==> config.mk <==
export PLATFORM = sky130hd
export DESIGN_NAME = smb_tmo_mon
export DESIGN_NICKNAME = d
export VERILOG_FILES = /design/src/rtl/smb_tmo_pkg.sv /design/src/rtl/smb_line_sync.sv /design/src/rtl/smb_budget.sv /design/src/rtl/smb_bus_state.sv /design/src/rtl/smb_tmo_mon.sv
export SDC_FILE = /design/constraint.sdc
export NUM_CORES = 1
export LEC_CHECK = 0
export ABC_AREA = 1
export BUFFER_PORTS_ARGS = -buffer_cell sky130_fd_sc_hd__buf_2
export CAP_MARGIN = 20
export CORE_ASPECT_RATIO = 1.1
export CORE_UTILIZATION = 40
export CTS_CLUSTER_SIZE = 14
export DETAILED_ROUTE_END_ITERATION = 8
export MAX_ROUTING_LAYER = met4
export PLACE_DENSITY = 0.53
export REMOVE_ABC_BUFFERS = 1
export SLEW_MARGIN = 25
export SYNTH_ARGS = -nofsm -noshare
export SYNTH_HDL_FRONTEND = slang
export SYNTH_SLANG_ARGS = --single-unit
==> constraint.sdc <==
create_clock -name clk -period 4.1 [get_ports clk]
set_clock_uncertainty 0.2 [all_clocks]
set_input_delay 0.205 -clock clk [delete_from_list [all_inputs] [get_ports clk]]
set_output_delay 0.205 -clock clk [all_outputs]
set_load 0.005 [all_outputs]
==> src/rtl/smb_tmo_pkg.sv <==
package smb_tmo_pkg;

  typedef enum logic [1:0] {
    TMO_NONE    = 2'b00,
    TMO_CLK_LOW = 2'b01,
    TMO_SLAVE   = 2'b10,
    TMO_MASTER  = 2'b11
  } tmo_cause_e;

  // saturating increment: never passes cap
  function automatic logic [31:0] sat_step(input logic [31:0] v, input logic [31:0] cap);
    return (v >= cap) ? cap : v + 32'd1;
  endfunction

  // fixed priority: clock low, then message budget, then segment budget
  function automatic tmo_cause_e pick_cause(input logic lo, input logic sl, input logic ms);
    if (lo)      return TMO_CLK_LOW;
    else if (sl) return TMO_SLAVE;
    else if (ms) return TMO_MASTER;
    else         return TMO_NONE;
  endfunction

endpackage

==> src/rtl/smb_line_sync.sv <==
module smb_line_sync #(
  parameter int STAGES = 2
) (
  input  logic clk,
  input  logic rst,
  input  logic scl_in,
  input  logic sda_in,
  output logic scl_s,
  output logic sda_s,
  output logic scl_rise,
  output logic start_det,
  output logic stop_det
);
  logic [1:0] raw, synced, dly;
  assign raw = {sda_in, scl_in};

  for (genvar g = 0; g < 2; g++) begin : g_line
    logic [STAGES-1:0] sh;
    if (STAGES > 1) begin : g_multi
      always_ff @(posedge clk) begin
        if (rst) sh <= '1;
        else     sh <= {sh[STAGES-2:0], raw[g]};
      end
    end else begin : g_single
      always_ff @(posedge clk) begin
        if (rst) sh <= '1;
        else     sh <= raw[g];
      end
    end
    assign synced[g] = sh[STAGES-1];
  end

  always_ff @(posedge clk) begin
    if (rst) dly <= 2'b11;
    else     dly <= synced;
  end

  assign scl_s     = synced[0];
  assign sda_s     = synced[1];
  assign scl_rise  = synced[0] & ~dly[0];
  assign start_det = synced[0] & dly[0] & dly[1] & ~synced[1];
  assign stop_det  = synced[0] & dly[0] & ~dly[1] & synced[1];
endmodule

==> src/rtl/smb_budget.sv <==
module smb_budget
  import smb_tmo_pkg::*;
#(
  parameter int LIMIT = 100
) (
  input  logic clk,
  input  logic rst,
  input  logic clr,
  input  logic en,
  output logic hit
);
  localparam int CW = $clog2(LIMIT + 1);
  logic [CW-1:0] cnt;

  always_ff @(posedge clk) begin
    if (rst || clr) cnt <= '0;
    else if (en)    cnt <= CW'(sat_step(32'(cnt), 32'(LIMIT)));
  end

  // fires on the cycle that brings the sum to LIMIT; saturation blocks repeats
  assign hit = en && !clr && (cnt == CW'(LIMIT - 1));
endmodule

==> src/rtl/smb_bus_state.sv <==
module smb_bus_state
  import smb_tmo_pkg::*;
#(
  parameter int T_BUF_MIN   = 5,
  parameter int T_HIGH_IDLE = 50
) (
  input  logic clk,
  input  logic rst,
  input  logic scl_s,
  input  logic sda_s,
  input  logic start_det,
  input  logic stop_det,
  output logic busy,
  output logic free,
  output logic idle_seen
);
  localparam int HW = $clog2(T_HIGH_IDLE + 1);
  localparam int FW = $clog2(T_BUF_MIN + 1);
  logic [HW-1:0] hi_cnt;
  logic [FW-1:0] free_cnt;

  always_ff @(posedge clk) begin
    if (rst || !(scl_s && sda_s)) hi_cnt <= '0;
    else hi_cnt <= HW'(sat_step(32'(hi_cnt), 32'(T_HIGH_IDLE)));
  end

  assign idle_seen = scl_s && sda_s && (hi_cnt == HW'(T_HIGH_IDLE));

  always_ff @(posedge clk) begin
    if (rst)                        busy <= 1'b0;
    else if (start_det)             busy <= 1'b1;
    else if (stop_det || idle_seen) busy <= 1'b0;
  end

  always_ff @(posedge clk) begin
    if (rst || busy) free_cnt <= '0;
    else free_cnt <= FW'(sat_step(32'(free_cnt), 32'(T_BUF_MIN)));
  end

  assign free = !busy && (free_cnt == FW'(T_BUF_MIN));
endmodule

==> src/rtl/smb_tmo_mon.sv <==
module smb_tmo_mon
  import smb_tmo_pkg::*;
#(
  parameter int T_LOW_MAX   = 25000,
  parameter int T_SLV_MAX   = 25000,
  parameter int T_MST_MAX   = 10000,
  parameter int T_BUF_MIN   = 5,
  parameter int T_HIGH_IDLE = 50,
  parameter int SEG_EDGES   = 9
) (
  input  logic       clk,
  input  logic       rst,
  input  logic       scl_in,
  input  logic       sda_in,
  output logic       bus_busy,
  output logic       bus_free,
  output logic       tmo_pulse,
  output logic [1:0] tmo_cause,
  output logic       release_lines
);
  localparam int BW = $clog2(SEG_EDGES + 1);

  logic scl_s, sda_s, scl_rise, start_det, stop_det, idle_seen;
  logic first_start, seg_end, slv_clr, mst_clr, low_busy;
  logic lo_hit, slv_hit, mst_hit;
  logic [BW-1:0] edge_cnt;
  tmo_cause_e cause;

  smb_line_sync #(.STAGES(2)) u_sync (
    .clk(clk), .rst(rst), .scl_in(scl_in), .sda_in(sda_in),
    .scl_s(scl_s), .sda_s(sda_s), .scl_rise(scl_rise),
    .start_det(start_det), .stop_det(stop_det)
  );

  smb_bus_state #(.T_BUF_MIN(T_BUF_MIN), .T_HIGH_IDLE(T_HIGH_IDLE)) u_state (
    .clk(clk), .rst(rst), .scl_s(scl_s), .sda_s(sda_s),
    .start_det(start_det), .stop_det(stop_det),
    .busy(bus_busy), .free(bus_free), .idle_seen(idle_seen)
  );

  assign first_start = start_det && !bus_busy;
  assign seg_end     = scl_rise && bus_busy && (edge_cnt == BW'(SEG_EDGES - 1));
  assign slv_clr     = first_start || stop_det || idle_seen;
  assign mst_clr     = start_det || stop_det || idle_seen || seg_end;
  assign low_busy    = bus_busy && !scl_s;

  always_ff @(posedge clk) begin
    if (rst || start_det || stop_det || idle_seen) edge_cnt <= '0;
    else if (scl_rise && bus_busy)
      edge_cnt <= seg_end ? '0 : edge_cnt + BW'(1);
  end

  smb_budget #(.LIMIT(T_LOW_MAX)) u_low (
    .clk(clk), .rst(rst), .clr(scl_s), .en(!scl_s), .hit(lo_hit)
  );
  smb_budget #(.LIMIT(T_SLV_MAX)) u_slv (
    .clk(clk), .rst(rst), .clr(slv_clr), .en(low_busy), .hit(slv_hit)
  );
  smb_budget #(.LIMIT(T_MST_MAX)) u_mst (
    .clk(clk), .rst(rst), .clr(mst_clr), .en(low_busy), .hit(mst_hit)
  );

  assign cause     = pick_cause(lo_hit, slv_hit && !release_lines, mst_hit && !release_lines);
  assign tmo_cause = cause;
  assign tmo_pulse = (cause != TMO_NONE);

  always_ff @(posedge clk) begin
    if (rst || stop_det || idle_seen) release_lines <= 1'b0;
    else if (tmo_pulse)               release_lines <= 1'b1;
  end
endmodule

# [Yosys cells after proc, flatten, opt, wreduce, memory -nomap -nowiden]
# Cells that the tools add are included.
[totals] ff_bits=65 input_bits=4 elab_cells=90
[classes] n_addsub=6 order_cmp=5 eq_ne=6 muxes=11 bitwise=9 reduce_logical=40
[op_table] op="$add A15 B1 Y15 const B" n=2
[op_table] op="$eq A15 B15 Y1 const B" n=2
[op_table] op="$ge A15 B15 Y1 const B" n=2
[op_table] op="$mux W15" n=2
[op_table] op="$logic_or A1 B1 Y1" n=16
[op_table] op="$add A14 B1 Y14 const B" n=1
[op_table] op="$eq A14 B14 Y1 const B" n=1
[op_table] op="$ge A14 B14 Y1 const B" n=1
[op_table] op="$logic_and A1 B1 Y1" n=14
[op_table] op="$mux W14" n=1
[op_table] op="$add A6 B1 Y6 const B" n=1
[op_table] op="$and A1 B1 Y1" n=6
[op_table] op="$eq A6 B6 Y1 const B" n=1
[op_table] op="$ge A6 B6 Y1 const B" n=1
[op_table] op="$logic_not A1 Y1" n=6
[op_table] op="$mux W2" n=3
[op_table] op="$mux W6" n=1
[op_table] op="$add A4 B1 Y4 const B" n=1
[op_table] op="$eq A4 B4 Y1 const B" n=1
[op_table] op="$mux W4" n=1
[op_table] op="$reduce_bool A2 Y1" n=2
[op_table] op="$reduce_or A2 Y1" n=2
[op_table] op="$add A3 B1 Y3 const B" n=1
[op_table] op="$eq A3 B3 Y1 const B" n=1
[op_table] op="4 further kinds" n=7

# [Longest topological paths before layout]
# Gate-level depths: netlist of run 1.
[depth] word_depth=14 depth_mapped=11 ltp_nobuf=11

# [By module]
# A second synthesis of run 1 with hierarchy kept.
[hier_totals] hier_cells=493 area_unflattened_um2=3468.3
[modules_own_cells] module="smb_budget at u_low ..." n_inst=2 cells_per_inst=119 area_per_inst_um2=808.3 seq_area_each_um2=300.3
[modules_own_cells] module="smb_budget at u_mst" n_inst=1 cells_per_inst=113 area_per_inst_um2=812.0 seq_area_each_um2=280.3
[modules_own_cells] module="smb_bus_state" n_inst=1 cells_per_inst=66 area_per_inst_um2=509.2 seq_area_each_um2=200.2
[modules_own_cells] module="smb_tmo_mon" n_inst=1 cells_per_inst=54 area_per_inst_um2=340.3 seq_area_each_um2=100.1
[modules_own_cells] module="smb_line_sync" n_inst=1 cells_per_inst=22 area_per_inst_um2=190.2 seq_area_each_um2=120.1

# [Least setup slack after synthesis of run 1]
# No wires, ideal clock.
[synth_path] path_kind="register to output" startpoint="register u_state.busy" endpoint="output port tmo_cause[1]" t_arrival_ps=1225 path_slack_ps=2470 stages_incl_launch_ff=7 path_buffers=0 path_cell_list="dfxtp_1 > inv_2 > nor2_8 > nand3b_4 > inv_1 > nand4_1 > a21boi_0"
[synth_between] elab_chain_cells=10 word_cells_on_any_way=19 cone_classes="mux (3); reduce/logical (16)"
[synth_lines] item="from (decl)" line="smb_bus_state.sv:13" rtl="output logic busy,"
[synth_lines] item="from (signal assigned)" line="smb_bus_state.sv:30" rtl="if (rst) busy <= 1'b0;"
[synth_lines] item="from (signal assigned)" line="smb_bus_state.sv:31" rtl="else if (start_det) busy <= 1'b1;"
[synth_lines] item="from (signal assigned)" line="smb_bus_state.sv:32" rtl="else if (stop_det || idle_seen) busy <= 1'b0;"
[synth_lines] item="$logic_and A1 B1 Y1 / $logic_not A1 Y1 (equally long branches)" line="smb_tmo_mon.sv:42, smb_tmo_mon.sv:41"
[synth_lines] item="$logic_and A1 B1 Y1 (on tied branches)" line="smb_tmo_mon.sv:42, smb_tmo_mon.sv:41"
[synth_lines] item="$logic_or A1 B1 Y1 (on tied branches)" line="smb_tmo_mon.sv:44, smb_tmo_mon.sv:43"
[synth_lines] item="$logic_not A1 Y1 / $logic_or A1 B1 Y1 (equally long branches)" line="smb_budget.sv:21, smb_tmo_mon.sv:43"
[synth_lines] item="$logic_and A1 B1 Y1 / $logic_not A1 Y1 (equally long branches)" line="smb_budget.sv:21" rtl="assign hit = en && !clr && (cnt == CW'(LIMIT - 1));"
[synth_lines] item="$logic_and A1 B1 Y1" line="smb_budget.sv:21"
[synth_lines] item="$logic_and A1 B1 Y1 (on tied branches)" line="smb_tmo_mon.sv:63, smb_budget.sv:21"
[synth_lines] item="$mux W2 / $logic_and A1 B1 Y1 (equally long branches)" line="smb_tmo_pkg.sv:19, smb_tmo_mon.sv:63"
[synth_lines] item="$mux W2 *" line="smb_tmo_pkg.sv:18" rtl="else if (sl) return TMO_SLAVE;"
[synth_lines] item="$mux W2 *" line="smb_tmo_pkg.sv:17" rtl="if (lo) return TMO_CLK_LOW;"
[synth_lines] item="to (decl)" line="smb_tmo_mon.sv:18" rtl="output logic [1:0] tmo_cause,"
# Mark *: on every way between the ends. The rest lies on a longest branch, timed or not.

# [Final worst setup path of run 1]
[layout_path] startpoint="register u_sync.g_line[0].sh[1]" endpoint="output port tmo_cause[0]"
[layout_between] elab_chain_cells=13 word_cells_on_any_way=30 cone_classes="mux (3); bitwise (6); reduce/logical (21)"
[layout_lines] item="from (decl)" line="smb_line_sync.sv:18" rtl="logic [STAGES-1:0] sh;"
[layout_lines] item="from (signal assigned)" line="smb_line_sync.sv:22" rtl="else sh <= {sh[STAGES-2:0], raw[g]};"
[layout_lines] item="$and A1 B1 Y1" line="smb_line_sync.sv:41, smb_line_sync.sv:42"
[layout_lines] item="$and A1 B1 Y1 (on tied branches) (2 in series)" line="smb_line_sync.sv:41, smb_line_sync.sv:42"
[layout_lines] item="$logic_or A1 B1 Y1 (3 in series)" line="smb_tmo_mon.sv:44" rtl="assign mst_clr = start_det || stop_det || idle_seen || seg_end;"
[layout_lines] item="$logic_not A1 Y1" line="smb_budget.sv:21"
[layout_lines] item="$logic_and A1 B1 Y1 (2 in series)" line="smb_budget.sv:21"
[layout_lines] item="$logic_and A1 B1 Y1" line="smb_tmo_mon.sv:63" rtl="assign cause = pick_cause(lo_hit, slv_hit && !release_lines, mst_hit && !release_lines);"
[layout_lines] item="$mux W2" line="smb_tmo_pkg.sv:19" rtl="else if (ms) return TMO_MASTER;"
[layout_lines] item="$mux W2" line="smb_tmo_pkg.sv:18"
[layout_lines] item="$mux W2 *" line="smb_tmo_pkg.sv:17"
# Marked as above.

==> results of run 1 <==
[path summary, 6_finish.rpt]
| kind | from | end | slack (ns) | cells after the start |
|---|---|---|---|---|
| min | u_sync.g_line[1].sh[0] | u_sync.g_line[1].sh[1] | 0.21 | 1 |
| max | u_sync.g_line[0].sh[1] | tmo_cause[0] | 1.75 | 9 |
| max reg2reg | u_sync.g_line[0].sh[1] | u_mst.cnt[8] | 2.16 | 9 |
| min reg2reg | u_sync.g_line[1].sh[0] | u_sync.g_line[1].sh[1] | 0.21 | 1 |
[report_power, final]
group	internal, mW	switching [mW]
Clock	0.314	0.261
Sequential	0.640	0.00873
Combinational	0.0170	0.0299
[placed cells by master (no fill, tap or decap), types with 2 or more instances in the layout]
cell type      netlist  layout
nand3b_1             3       3
nand3_1             35      35
or2_2                4       4
nand2_1            101     101
clkbuf_8             0      11
nor4_1               2       2
nor3_1              15      15
nand4_1             12      12
o22ai_1              2       2
buf_2                0       9
a21oi_1             20      20
nand3_2              3       3
nor2_2               3       3
dlygate4sd3_1        0       5
o21ai_0              5       5
nor3b_1              4       4
ha_1                12      12
a211oi_1             2       2
nor2_1              70      70
xnor2_1              4       4
dfxtp_1             65      65
nor2_4               3       3
xor2_1              19      19
inv_1               75      75
nor2_8               2       2
nand2_2              3       3
[critical path, delay by kind of cell, from the launching register on]
family                 cells  cell delay, ns
AND/OR/NAND/NOR            6            0.66
flip-flops                 1            0.62
buffers and inverters      3            0.32
[metal layers]
layer	vias to the layer above	wire (um)	track usage [%]
met5	-	0	-
met1	1293	3360	20.3
li1	1542	-	-
met2	37	3150	27.7
met3	12	188	3.70
met4	0	141	8.19
[cell type report]
| type | count | area [um2] |
|---|---|---|
| flip-flops and latches | 65 | 1300 |
| multi-input cells | 333 | 1800 |
| clock inverters | 4 | 51.3 |
| repair buffers | 14 | 95.1 |
| fillers | 862 | 4260 |
| well taps | 108 | 135 |
| clock buffers | 12 | 155 |
| inverters | 77 | 292 |
[through the flow]
step / utilization, % / area, um2
global route: 47.4 / 3830
CTS: 47.4 / 3830
finish: 47.4 / 3830
global placement: 44.2 / 3570
floorplan: - / 3390
detailed placement: 44.2 / 3570
[timing repair]
action	4_1_cts	5_1_grt
hold buffers	5	0
hold endpoints to repair	5	0
resized for setup	0	0
[cell usage after synthesis (2+ instances only)]
cell	n	area share (%)
nand2_1	101	11
inv_1	75	8.3
nor2_1	70	7.7
dfxtp_1	65	38
nand3_1	35	5.1
a21oi_1	20	2.9
xor2_1	19	4.9
nor3_1	15	2.2
ha_1	12	4.4
nand4_1	12	2.2
o21ai_0	5	0.73
nor3b_1	4	0.88
or2_2	4	0.73
xnor2_1	4	1.0
nand2_2	3	0.55
nand3_2	3	0.88
nand3b_1	3	0.66
nor2_2	3	0.55
nor2_4	3	0.99
a211oi_1	2	0.44
nor2_8	2	1.2
nor4_1	2	0.37
o22ai_1	2	0.37
[registers in the layout (all words and copies together), names as in the netlist]
signal / flops
u_sync.g_line.sh: 4
u_state.hi_cnt: 6
u_sync.dly: 2
release_lines: 1
u_slv.cnt: 15
u_state.busy: 1
u_mst.cnt: 14
u_state.free_cnt: 3
u_low.cnt: 15
edge_cnt: 4
[logic make-up after synthesis]
kind of cell,share of synthesized area (%)
AOI/OAI and AO/OA,5.36
xor gates and xnor gates,5.91
and+or+nand+nor,37.1
DFF,38.2
adders and majority gates,4.40
buffers and inverters,9.10
==> flow_metrics.tcl, run 1 <==
set metrics [dict create \
    slowest_stage "dfxtp_1" \
    numCtsBuffers 9 \
    cts_num_sinks 65 \
    wl_per_cell_um 11.2 \
    die_y_um 98.8 \
    critical_path.cell_chain "inv_4 -> nor2_1 -> nand2_1 -> nor2_1 -> inv_1 -> nand4_1 -> nand2b_1 -> nand2_1 -> buf_2" \
    setup_viol 0 \
    synth_area_um2 3410 \
    clockBufferDepth 2 \
    rsz0062_at_grt "no" \
    max_slew_margin_pct 66.7 \
    portBuffers 9 \
    max_stage_delay_ns 0.62 \
    clk_latency_ns 0.35 \
    ir_worst_vdd_mv 0.163 \
    yosys_register_bits 65 \
    post_cts_buffers 0 \
    finalMaxSlewViolations 0 \
    ys_types 36 \
    synth_async_sr_flop_share_pct 0 \
    grt_pass1_wl_mm 11.8 \
    cts_tree "done" \
    syn_inst 477 \
    dp_cells 592 \
    tns_ns 0 \
    clkTransAtPathRegs_ns 0.07 \
    p_per_area_nw_per_um2 332 \
    synthFlopType "dfxtp_1" \
    fp.dieArea_um2 8900 \
    viasPerCell 4.70 \
    hold_viol 0 \
    total_power_mw 1.27 \
    fmax_ghz 0.425 \
    grt-ovfl-total 0 \
    dr.pass1.iters 4 \
    end_kind "output pin" \
    grt_max_degree 15 \
    pin_count 10 \
    arrival_ns 1.95 \
    cts_max_level 3 \
    maxCapViolCount 0 \
    outcome "completed" \
    vias 2884 \
    grt_pass1_vias 2691 \
    period_needed_ns 2.35 \
    layoutNonFillerInstCount 613 \
    critical_path.startpoint_type "register" \
    drive_gt1_share_pct 9.50 \
    crit_path_max_fanout 9 \
    rows 34 \
    cp_data_required_time_ns 3.69 \
    holdWs_ns 0.212 \
    design.final.nets 516 \
    ys_seq_area_share_pct 38.2 \
    grt_usage_pct 17.1 \
    antenna_found_initial 0 \
    dp_hpwl_mm 5.14 \
    drt_iter0_drc 100 \
    syn_area_per_cell_um2 7.15 \
    dp_slack_ns 2.12 \
    drt-total-wl_mm 6.84 \
    place_congestion 0.885 \
    synth_edf_count 0 \
    dieWidth_um 90.0 \
    start_util_pct 42.2 \
    finalWorstSetupSlack_ns 1.75 \
    yosysWarnings 0 \
    crit_type "register to output pin" \
    area_delta_synth_final_pct 12.3 \
    leakagePower_nw 1.68 \
    tightest_slew_ns 0.496 \
    finalCritPeriodShare_pct 57.3 \
    ant_nets 0 \
    hold_path.class "register to register" \
    antenna_cells 0 \
    core-area_um2 8080 \
    drc 0 \
    root_buffer "clkbuf_8" \
]
Power figures use the tool's default switching activity.
==> inputs of run 2 (changes only) <==
==> constraint.sdc (replaced) <==
create_clock -name clk -period 2.25 [get_ports clk]
set_clock_uncertainty 0.2 [all_clocks]
set_input_delay 0.1125 -clock clk [delete_from_list [all_inputs] [get_ports clk]]
set_output_delay 0.1125 -clock clk [all_outputs]
set_load 0.005 [all_outputs]
==> run 2 against run 1 <==
  * Power grew 79%
  * Critical path depth shrank 3
  * Sequential cell count is the same
  * Non-clock buffer count grew 1
  * Register-to-register slack lost 1.7 ns
  * Cell area is essentially flat
  * Routed wire length grew 2.1%
  * Utilization is essentially flat
==> flow_metrics.tcl, run 2 (synthesis results as in run 1) <==
set metrics [dict create \
    outcome "completed" \
    grt_max_degree 14 \
    grt_pass1_wl_mm 12.3 \
    final_common_cell "nand2_1" \
    area_delta_synth_final_pct 12.2 \
    cp_data_required_time_ns 1.94 \
    cp-startpoint "u_low.cnt[0]" \
    mostFrequentLayoutCells "nand2_1, inv_1, nor2_1, dfxtp_1, nand3_1" \
    max_slew_margin_pct 67.7 \
    fp.dieArea_um2 8900 \
    max_stage_delay_ns 0.37 \
    crit_path_max_fanout 4 \
    portBuffers 9 \
    holdWs_ns 0.212 \
    reg2reg_from "u_state.hi_cnt[0]" \
    hold_viol 0 \
    arrival_ns 1.79 \
    grt_pass1_vias 2747 \
    clkTransAtPathRegs_ns 0.06 \
    path_depth 6 \
    p_per_area_nw_per_um2 595 \
    setup_viol 0 \
    wl_per_cell_um 11.4 \
    design.final.nets 517 \
    period_needed_ns 2.10 \
    place_congestion 0.880 \
    drt-total-wl_mm 6.99 \
    viasPerCell 4.70 \
    drive_gt1_share_pct 9.90 \
    tightest_slew_ns 0.481 \
    vias 2882 \
    rsz0062_at_grt "no" \
    start_util_pct 42.2 \
    ant_nets 0 \
    critical_path.startpoint_type "register" \
    critPathCapture "tmo_cause[1]" \
    dp_hpwl_mm 5.16 \
    clockBufferDepth 2 \
    die_y_um 98.8 \
    root_buffer "clkbuf_8" \
    fmax_ghz 0.477 \
    maxCapViolCount 0 \
    cts_max_level 3 \
    cts_num_sinks 65 \
    leakagePower_nw 1.68 \
    dr.pass1.iters 4 \
    dieWidth_um 90.0 \
    r2r_cells 9 \
    cts_tree "done" \
    placed_area_um2 3570 \
    drt_iter0_drc 111 \
    numCtsBuffers 9 \
    critical_path.cell_chain "ha_1 -> nand2_1 -> nor3_1 -> nand3_1 -> a21boi_0 -> buf_2" \
    antenna_found_initial 0 \
    grt-ovfl-total 0 \
    r2r-end "u_slv.cnt[10]" \
    final_util_pct 47.3 \
    crit_family "simple AND/OR/NAND/NOR gates" \
    end_kind "output pin" \
    clk_latency_ns 0.34 \
    core-area_um2 8080 \
    reg_top3 "u_low.cnt: 15 flops, u_slv.cnt: 15 flops, u_mst.cnt: 14 flops" \
    tns_ns 0 \
    worst-path-buf-inv 1 \
    n_fill_cell 846 \
    finalMaxSlewViolations 0 \
    rows 34 \
    multi_input_area_um2 1800 \
    total_power_mw 2.28 \
    ir_worst_vdd_mv 0.367 \
    stdcell_area_um2 3830 \
    r2r_slack_ns 0.45 \
    antenna_cells 0 \
    drc 0 \
    grt_usage_pct 17.8 \
    pin_count 10 \
    crit_type "register to output pin" \
    slowest_stage "dfxtp_1" \
    seqCellArea_um2 1300 \
    finalCritPeriodShare_pct 93.3 \
    hold_path.class "register to register" \
]
==> run 2: repair_timing <==
action,CTS,global route
pin swaps,1,0
gates cloned,0,0
setup endpoints to repair,2,1
hold buffers,5,0
resized for setup,1,1
setup buffers,1,0
hold endpoints to repair,11,0
==> run 2: layer usage <==
| metal | wire, um | track usage (%) | share of wire (%) |
|---|---|---|---|
| met5 | 0 | - | 0 |
| met4 | 136 | 8.68 | 1.9 |
| met3 | 166 | 3.01 | 2.4 |
| met2 | 3150 | 27.8 | 45 |
| met1 | 3530 | 22.2 | 51 |
==> run 2: stage by stage <==
step	instances	setup WS [ns]
5_1_grt	613	0.0231
4_1_cts	613	0.136
2_1_floorplan	475	0.574
3_5_place_dp	592	0.335
3_3_place_gp	592	0.392
6_report	613	0.152
==> run 2: worst min path at each step <==
stage                                 from                     end  cells after the start
floorplan                           scl_in  u_sync.g_line[0].sh[0]                      1
global route        u_sync.g_line[1].sh[0]  u_sync.g_line[1].sh[1]                      1
global placement                    sda_in  u_sync.g_line[1].sh[0]                      2
CTS                 u_sync.g_line[1].sh[0]  u_sync.g_line[1].sh[1]                      1
detailed placement                  scl_in  u_sync.g_line[0].sh[0]                      2
finish              u_sync.g_line[1].sh[0]  u_sync.g_line[1].sh[1]                      1
==> run 2: worst register-to-register path: stages (launching register included) <==
cell and delay [ns]:
dfxtp_1 0.38, inv_1 0.06, ha_1 0.20, nand3_1 0.09, nand2_1 0.05, nand2_1 0.05
nand2_1 0.11, nor2_2 0.26, nand2_2 0.19, nor2_1 0.15
==> run 2: layout make-up <==
type | instances | area share (%)
inverter | 77 | 7.62
sequential | 65 | 34.1
tap | 108 | 3.53
timing repair buffer | 15 | 2.68
clock inverter | 3 | 1.05
clock buffer | 12 | 4.05
multi-input combinational | 333 | 47.0
==> run 2: power breakdown <==
part           internal (mW)  switching, mW
registers               1.17         0.0162
clock network          0.563          0.446
logic                 0.0310         0.0552
total                   1.76          0.517
